**src/rtl/dtc_pkg.sv**
```systemverilog
package dtc_pkg;

  localparam int ADDR_W     = 64;
  localparam int PA_IMPL    = 44;
  localparam int PG_SHIFT   = 13;
  localparam int VA_IMPL    = 43;
  localparam int WIN_HI     = 47;
  localparam int WIN_LO     = 41;
  localparam logic [WIN_HI-WIN_LO:0] WIN_TAG = 7'h7E;
  localparam int WIN_EXT    = 40;
  localparam int UNC_BIT    = 43;
  localparam int UNC_CLR_HI = 42;
  localparam int UNC_CLR_LO = 35;
  localparam int REG_LO     = 20;

  localparam int ST_WR   = 0;
  localparam int ST_ACV  = 1;
  localparam int ST_FONR = 2;
  localparam int ST_FONW = 3;
  localparam int ST_MISS = 4;
  localparam int ST_BAD  = 5;
  localparam int ST_W    = 6;

  typedef enum logic [2:0] {
    FLT_NONE     = 3'd0,
    FLT_ALIGN    = 3'd1,
    FLT_PAGE     = 3'd2,
    FLT_ACV      = 3'd3,
    FLT_MISS     = 3'd4,
    FLT_PTE_MISS = 3'd5,
    FLT_MCHK     = 3'd6,
    FLT_UNIMP    = 3'd7
  } fault_e;

  function automatic logic misaligned(input logic [ADDR_W-1:0] va, input logic [1:0] sz);
    logic [ADDR_W-1:0] low_mask;
    low_mask = (ADDR_W'(1) << sz) - ADDR_W'(1);
    return |(va & low_mask);
  endfunction

  function automatic logic canonical(input logic [ADDR_W-1:0] va);
    return (va[ADDR_W-1:VA_IMPL-1] == '0) || (&va[ADDR_W-1:VA_IMPL-1]);
  endfunction

  function automatic logic in_window(input logic [ADDR_W-1:0] va);
    return va[WIN_HI:WIN_LO] == WIN_TAG;
  endfunction

  function automatic logic [ADDR_W-1:0] window_pa(input logic [ADDR_W-1:0] va);
    logic [ADDR_W-1:0] p;
    p = '0;
    p[WIN_EXT-1:0] = va[WIN_EXT-1:0];
    if (va[WIN_EXT]) p[PA_IMPL-1:WIN_EXT] = '1;
    return p;
  endfunction

  function automatic logic [ADDR_W-1:0] page_pa(input logic [ADDR_W-1:0] ppn_ext,
                                                input logic [ADDR_W-1:0] va);
    return (ppn_ext << PG_SHIFT) | (va & ((ADDR_W'(1) << PG_SHIFT) - ADDR_W'(1)));
  endfunction

  function automatic logic reg_space(input logic [ADDR_W-1:0] pa);
    return &pa[PA_IMPL-1:REG_LO];
  endfunction

  function automatic logic [ADDR_W-1:0] uncache_pa(input logic [ADDR_W-1:0] pa);
    logic [ADDR_W-1:0] p;
    p = pa;
    p[UNC_CLR_HI:UNC_CLR_LO] = '0;
    return p;
  endfunction

endpackage

```
**src/rtl/dtc_mode_sel.sv**
```systemverilog
module dtc_mode_sel #(
  parameter int MODE_W = 2
) (
  input  logic              pal,
  input  logic              alt_req,
  input  logic [MODE_W-1:0] cur_mode,
  input  logic [MODE_W-1:0] alt_mode,
  output logic [MODE_W-1:0] eff_mode
);
  always_comb begin
    if (pal) eff_mode = alt_req ? alt_mode : '0;
    else     eff_mode = cur_mode;
  end
endmodule

```
**src/rtl/dtc_addr_map.sv**
```systemverilog
module dtc_addr_map
  import dtc_pkg::*;
#(
  parameter int PPN_W = 32
) (
  input  logic [ADDR_W-1:0] va,
  input  logic [PPN_W-1:0]  ppn,
  output logic              noncanon,
  output logic              window,
  output logic [ADDR_W-1:0] pa_window,
  output logic [ADDR_W-1:0] pa_page
);
  localparam int PAD_W = ADDR_W - PPN_W;

  always_comb begin
    noncanon  = !canonical(va);
    window    = in_window(va);
    pa_window = window_pa(va);
    pa_page   = page_pa({{PAD_W{1'b0}}, ppn}, va);
  end
endmodule

```
**src/rtl/dtc_perm.sv**
```systemverilog
module dtc_perm
  import dtc_pkg::*;
#(
  parameter int MODE_W = 2,
  localparam int NMODE = 1 << MODE_W
) (
  input  logic              write,
  input  logic [MODE_W-1:0] mode,
  input  logic [NMODE-1:0]  re_mask,
  input  logic [NMODE-1:0]  we_mask,
  input  logic              fonr,
  input  logic              fonw,
  output logic [2:0]        code,
  output logic [ST_W-1:0]   status
);
  logic allowed;
  logic trap;

  always_comb begin
    allowed = write ? we_mask[mode] : re_mask[mode];
    trap    = write ? fonw : fonr;
    code    = FLT_NONE;
    status  = '0;
    if (!allowed) begin
      code            = write ? FLT_PAGE : FLT_ACV;
      status[ST_ACV]  = 1'b1;
      status[ST_WR]   = write;
      status[ST_FONW] = write & fonw;
      status[ST_FONR] = !write & fonr;
    end else if (trap) begin
      code            = FLT_PAGE;
      status[ST_WR]   = write;
      status[ST_FONW] = write;
      status[ST_FONR] = !write;
    end
  end
endmodule

```
**src/rtl/dtc_xlate_check.sv**
```systemverilog
module dtc_xlate_check
  import dtc_pkg::*;
#(
  parameter int MODE_W = 2,
  parameter int PPN_W  = 32,
  parameter int PA_W   = PA_IMPL,
  localparam int NMODE = 1 << MODE_W
) (
  input  logic              clk,
  input  logic              rst_n,
  input  logic              req_valid,
  input  logic [ADDR_W-1:0] req_va,
  input  logic [1:0]        req_size,
  input  logic              req_write,
  input  logic              req_phys,
  input  logic              req_alt,
  input  logic              req_pte,
  input  logic              req_pal,
  input  logic [MODE_W-1:0] cur_mode,
  input  logic [MODE_W-1:0] alt_mode,
  input  logic              tlb_hit,
  input  logic [PPN_W-1:0]  tlb_ppn,
  input  logic [NMODE-1:0]  tlb_re,
  input  logic [NMODE-1:0]  tlb_we,
  input  logic              tlb_fonr,
  input  logic              tlb_fonw,
  output logic              rsp_valid,
  output logic [2:0]        rsp_fault,
  output logic [ST_W-1:0]   rsp_status,
  output logic [PA_W-1:0]   rsp_pa,
  output logic              rsp_pa_valid,
  output logic              rsp_uncached
);
  logic [MODE_W-1:0] eff_mode;
  logic              am_noncanon, am_window;
  logic [ADDR_W-1:0] pa_window, pa_page;
  logic [2:0]        perm_code;
  logic [ST_W-1:0]   perm_status;

  // named events for the checker
  logic ev_misalign, ev_noncanon, ev_win_user, ev_tlb_miss;

  logic [2:0]        nx_fault;
  logic [ST_W-1:0]   nx_status;
  logic [ADDR_W-1:0] nx_pa;
  logic              nx_unc;

  dtc_mode_sel #(.MODE_W(MODE_W)) u_mode (
    .pal(req_pal), .alt_req(req_alt), .cur_mode(cur_mode),
    .alt_mode(alt_mode), .eff_mode(eff_mode)
  );

  dtc_addr_map #(.PPN_W(PPN_W)) u_map (
    .va(req_va), .ppn(tlb_ppn), .noncanon(am_noncanon), .window(am_window),
    .pa_window(pa_window), .pa_page(pa_page)
  );

  dtc_perm #(.MODE_W(MODE_W)) u_perm (
    .write(req_write), .mode(eff_mode), .re_mask(tlb_re), .we_mask(tlb_we),
    .fonr(tlb_fonr), .fonw(tlb_fonw), .code(perm_code), .status(perm_status)
  );

  always_comb begin
    nx_fault    = FLT_NONE;
    nx_status   = '0;
    nx_pa       = req_va;
    nx_unc      = 1'b0;
    ev_misalign = misaligned(req_va, req_size);
    ev_noncanon = 1'b0;
    ev_win_user = 1'b0;
    ev_tlb_miss = 1'b0;
    if (ev_misalign) begin
      nx_fault         = FLT_ALIGN;
      nx_status[ST_WR] = req_write;
    end else begin
      if (!req_phys) begin
        if (am_noncanon) begin
          ev_noncanon       = 1'b1;
          nx_fault          = FLT_PAGE;
          nx_status[ST_BAD] = 1'b1;
          nx_status[ST_ACV] = 1'b1;
          nx_status[ST_WR]  = req_write;
        end else if (am_window) begin
          if (cur_mode != '0) begin
            ev_win_user       = 1'b1;
            nx_fault          = FLT_ACV;
            nx_status[ST_ACV] = 1'b1;
            nx_status[ST_WR]  = req_write;
          end else begin
            nx_pa = pa_window;
          end
        end else if (!tlb_hit) begin
          ev_tlb_miss        = 1'b1;
          nx_fault           = req_pte ? FLT_PTE_MISS : FLT_MISS;
          nx_status[ST_MISS] = 1'b1;
          nx_status[ST_WR]   = req_write;
        end else begin
          nx_pa     = pa_page;
          nx_fault  = perm_code;
          nx_status = perm_status;
        end
      end
      if (nx_fault == FLT_NONE) begin
        if (|nx_pa[ADDR_W-1:PA_IMPL]) begin
          nx_fault = FLT_MCHK;
        end else if (nx_pa[UNC_BIT]) begin
          if (reg_space(nx_pa)) begin
            nx_fault = FLT_UNIMP;
          end else begin
            nx_unc = 1'b1;
            nx_pa  = uncache_pa(nx_pa);
          end
        end
      end
    end
  end

  always_ff @(posedge clk or negedge rst_n) begin
    if (!rst_n) begin
      rsp_valid    <= 1'b0;
      rsp_fault    <= FLT_NONE;
      rsp_status   <= '0;
      rsp_pa       <= '0;
      rsp_pa_valid <= 1'b0;
      rsp_uncached <= 1'b0;
    end else begin
      rsp_valid    <= req_valid;
      rsp_fault    <= req_valid ? nx_fault : FLT_NONE;
      rsp_status   <= req_valid ? nx_status : '0;
      rsp_pa_valid <= req_valid && (nx_fault == FLT_NONE);
      rsp_uncached <= req_valid && (nx_fault == FLT_NONE) && nx_unc;
      rsp_pa       <= (req_valid && nx_fault == FLT_NONE) ? nx_pa[PA_W-1:0] : '0;
    end
  end
endmodule

```
**config.mk**
```make
export PLATFORM = sky130hd
export DESIGN_NAME = dtc_xlate_check
export DESIGN_NICKNAME = d
export VERILOG_FILES = /design/src/rtl/dtc_pkg.sv /design/src/rtl/dtc_mode_sel.sv /design/src/rtl/dtc_addr_map.sv /design/src/rtl/dtc_perm.sv /design/src/rtl/dtc_xlate_check.sv
export SDC_FILE = /design/constraint.sdc
export NUM_CORES = 1
export LEC_CHECK = 0
export ABC_AREA = 1
export BUFFER_PORTS_ARGS = -buffer_cell sky130_fd_sc_hd__buf_2
export CELL_PAD_IN_SITES_DETAIL_PLACEMENT = 0
export CELL_PAD_IN_SITES_GLOBAL_PLACEMENT = 1
export CORE_MARGIN = 4
export CORE_UTILIZATION = 31
export DETAILED_ROUTE_END_ITERATION = 6
export PLACE_DENSITY_LB_ADDON = 0.05
export SETUP_SLACK_MARGIN = 0.2
export SLEW_MARGIN = 20
export SYNTH_ARGS = -nofsm -noshare
export SYNTH_HDL_FRONTEND = slang
export SYNTH_SLANG_ARGS = --single-unit
```
**constraint.sdc**
```tcl
create_clock -name clk -period 0.8 [get_ports clk]
set_input_delay 0.24 -clock clk [delete_from_list [all_inputs] [get_ports clk]]
set_output_delay 0.24 -clock clk [all_outputs]
set_load 0.05 [all_outputs]
```
==> summary.txt <==
status -> finished with violations
failing checks -> negative hold slack, negative setup slack
sequential share of power -> 45.0%
Top FF cell, synth -> dfrtp_1
initial antenna violation count -> 0
first-pass GRT wire length -> 19.2 mm
crit path max fanout -> 8
Routed WL -> 11.8 mm
share of layout cells above drive strength 1 -> 64.9%
Worst slew margin -> 74.6%
met3 usage -> 2.91%
largest net degree at the start of global routing -> 57
Via density -> 4.46
fin worst setup slack -> -1220 ps
met1 usage -> 23.2%
# H-tree levels -> 2
drt initial violations -> 149
P&R area growth vs syn -> 99.6%
ys async rst share -> 100%
Max stage delay on crit path -> 250 ps
CTS tree -> yes
CP delay by family, top -> simple AND/OR/NAND/NOR gates
Top-Level Pins -> 177
post-route antenna net violation count -> 0
WP buf/inv -> 3
clock share of power -> 23.8%
drt wl/cell -> 13.2 um
Worst Path Arrival -> 2270 ps
switching share of power -> 30.7%
Pwr Total -> 6.46 mW
Leak -> 3.50 nW
Comb pwr share -> 31.2%
DIE AREA -> 0.0126 mm2
max frequency -> 496 MHz
root buffer cell -> clkbuf_8
Worst Tran Pin Value -> 377 ps
setup TNS -> -80360 ps
Startpoint Class -> input pin
pwr/cell area -> 963 mW/mm2
Detailed Routing Iterations Pass 1 -> 4
die height -> 112 um
Gate Count Post-Synth -> 443
Max Slew Vio Count -> 0
worst vdd ir -> 0.635 mV
clk buf depth -> 2
Total Nets Final -> 881
Maximum Capacitance Violations -> 0
fin crit share -> 252%
FILL cells -> 954
Crit path depth -> 17
Initial Util -> 32.1%
Die Wd -> 112 um
hpwl dp -> 9.17 mm
CP Class -> in -> reg
Worst Hold Class -> in -> async
Net Switching -> 1.99 mW
Synth Area per Inst -> 7.59 um2
TritonCTS Buffers -> 5
Seq/Total Area, Yosys -> 41.7%
Critical Path End Type -> flip-flop
PortBufs -> 176
Fin. Hold Viols -> 56
vias in the first global route -> 4136
CTS Sinks -> 56
EDFF count, synth -> 0
Setup Viol. Count Final -> 111
WHS -> -83.1 ps
Worst path slowest cell -> or2_4
grt ovf -> 0
Yosys warning count -> 0
total track usage -> 18.4%
drt drc -> 0
Via Count -> 3995
Yosys cell types -> 36
M2 GR Usage -> 32.8%
Most Crowded Layer GR -> met2
post-place setup slack -> -1700 ps
register bit total from synthesis -> 56
CTS clk-pin slew, worst paths -> 100 ps
Row Count -> 37
gpl congestion -> 0.907
Net Count, Synth -> 565
Post-Syn Area -> 0.00336 mm2
RSZ-0062 raised after global routing -> yes
Crit path required time -> 1050 ps
antenna cells -> 0
fin crit period -> 2020 ps
internal power -> 4.48 mW
CP Cell Sequence -> buf_6 -> or2_4 -> nor2_4 -> nand3_4 -> nand2_8 -> buf_8 -> nand4_1 -> nand2_1 -> nor2_1 -> nand2_1 -> nor2_2 -> nand2_2 -> nand2_4 -> a21oi_4 -> nand2_8 -> clkbuf_16 -> nor2_4
Core ar. -> 0.0105 mm2
[routing by layer]
| metal | routed length [um] | up-vias |
|---|---|---|
| met3 | 717 | 12 |
| li1 | - | 2042 |
| met2 | 5930 | 124 |
| met1 | 5000 | 1817 |
| met5 | 0 | - |
| met4 | 187 | 0 |
[placed cells by master, fill, tap and decap left out, types with 4 or more instances in the layout]
cell type	n
nand2_2	11
buf_6	76
nand2_4	6
nand3_1	17
nor2_1	35
buf_12	12
o21ai_0	11
nand2_1	80
inv_1	57
dfrtp_2	51
buf_2	108
a21oi_1	13
buf_4	117
clkbuf_8	5
nand3_4	5
inv_2	4
nor2_4	31
nand4_1	16
nor2_2	33
dfrtp_1	5
mux2i_1	15
[cell families after synthesis]
logic type / synth area share (%)
flip-flops: 41.7
AO/OA/AOI/OAI: 7.37
multiplexers: 4.47
AND/OR/NAND/NOR: 35.2
adder cells (fa/ha/maj): 0.372
buffers and inverters: 10.9
[area by class of cell]
cell class | instances | area (um2) | area share (%)
timing repair buffer | 319 | 2640 | 39.3
tap | 136 | 170 | 2.54
inverter | 67 | 292 | 4.35
multi-input combinational | 310 | 2060 | 30.7
clock inverter | 2 | 16.3 | 0.242
sequential | 56 | 1470 | 21.8
clock buffer | 6 | 72.6 | 1.08
[through the flow]
step	instances	cell area (um2)	util (%)	hold slack [ps]
finish	896	6710	64.1	-83.1
global route	896	6710	64.1	-71.4
CTS	883	6200	59.2	-86.5
detailed placement	849	5370	51.4	259
global placement	849	5370	51.4	256
floorplan	443	3500	-	-55.6
[synth_stat cells (2+ instances only)]
library cell / count / area [um2]
nand3_2: 2 / 20.0
nand2_1: 94 / 353
o21ai_0: 12 / 60.1
nor3_1: 5 / 25.0
nand3_1: 20 / 100
mux2i_1: 15 / 150
buf_12: 3 / 60.1
nor2_1: 63 / 236
inv_2: 2 / 7.51
clkbuf_1: 3 / 11.3
nor2_2: 36 / 225
nand4_1: 16 / 100
a211oi_1: 4 / 30.0
a21oi_1: 16 / 80.1
dfrtp_1: 56 / 1400
inv_1: 63 / 236
clkinv_1: 2 / 7.51
nor4_1: 7 / 43.8
buf_2: 2 / 10.0
nand2_2: 3 / 18.8
buf_6: 3 / 33.8
nand2_4: 2 / 22.5
[path summary, 6_finish.rpt]
kind                             from    endpoint  slack [ps]
min in group clk            req_va[9]   rsp_pa[9]         130
max in group asynchronous       rst_n  rsp_pa[13]         610
setup / recovery           req_va[60]  rsp_pa[19]       -1220
hold / removal                  rst_n  rsp_pa[25]         -80
[flip-flops by register name, indices dropped and copies added (netlist names)]
register / flops
rsp_pa_valid: 1
rsp_status: 6
rsp_pa: 44
rsp_uncached: 1
rsp_fault: 3
rsp_valid: 1
[timing repair]
item / CTS / global route
gates cloned: 1 / 4
buffers inserted: 25 / 9
gates resized for setup: 151 / 91
setup endpoints to repair: 111 / 111
pin swaps: 13 / 30
endpoints found under the hold margin: 56 / 56
[power by group through the flow]
| stage | Sequential (mW) | Clock [mW] | Combinational [mW] |
|---|---|---|---|
| final | 2.91 | 1.54 | 2.02 |
| after global routing | 2.91 | 1.73 | 2.20 |
| after CTS | 2.91 | 1.62 | 1.84 |
| after detailed placement | 2.95 | 0 | 1.62 |
| after global placement | 2.95 | 0 | 1.60 |
| after floorplan | 3.13 | 0 | 0.522 |
No activity file was read; power rests on OpenSTA's default activity.
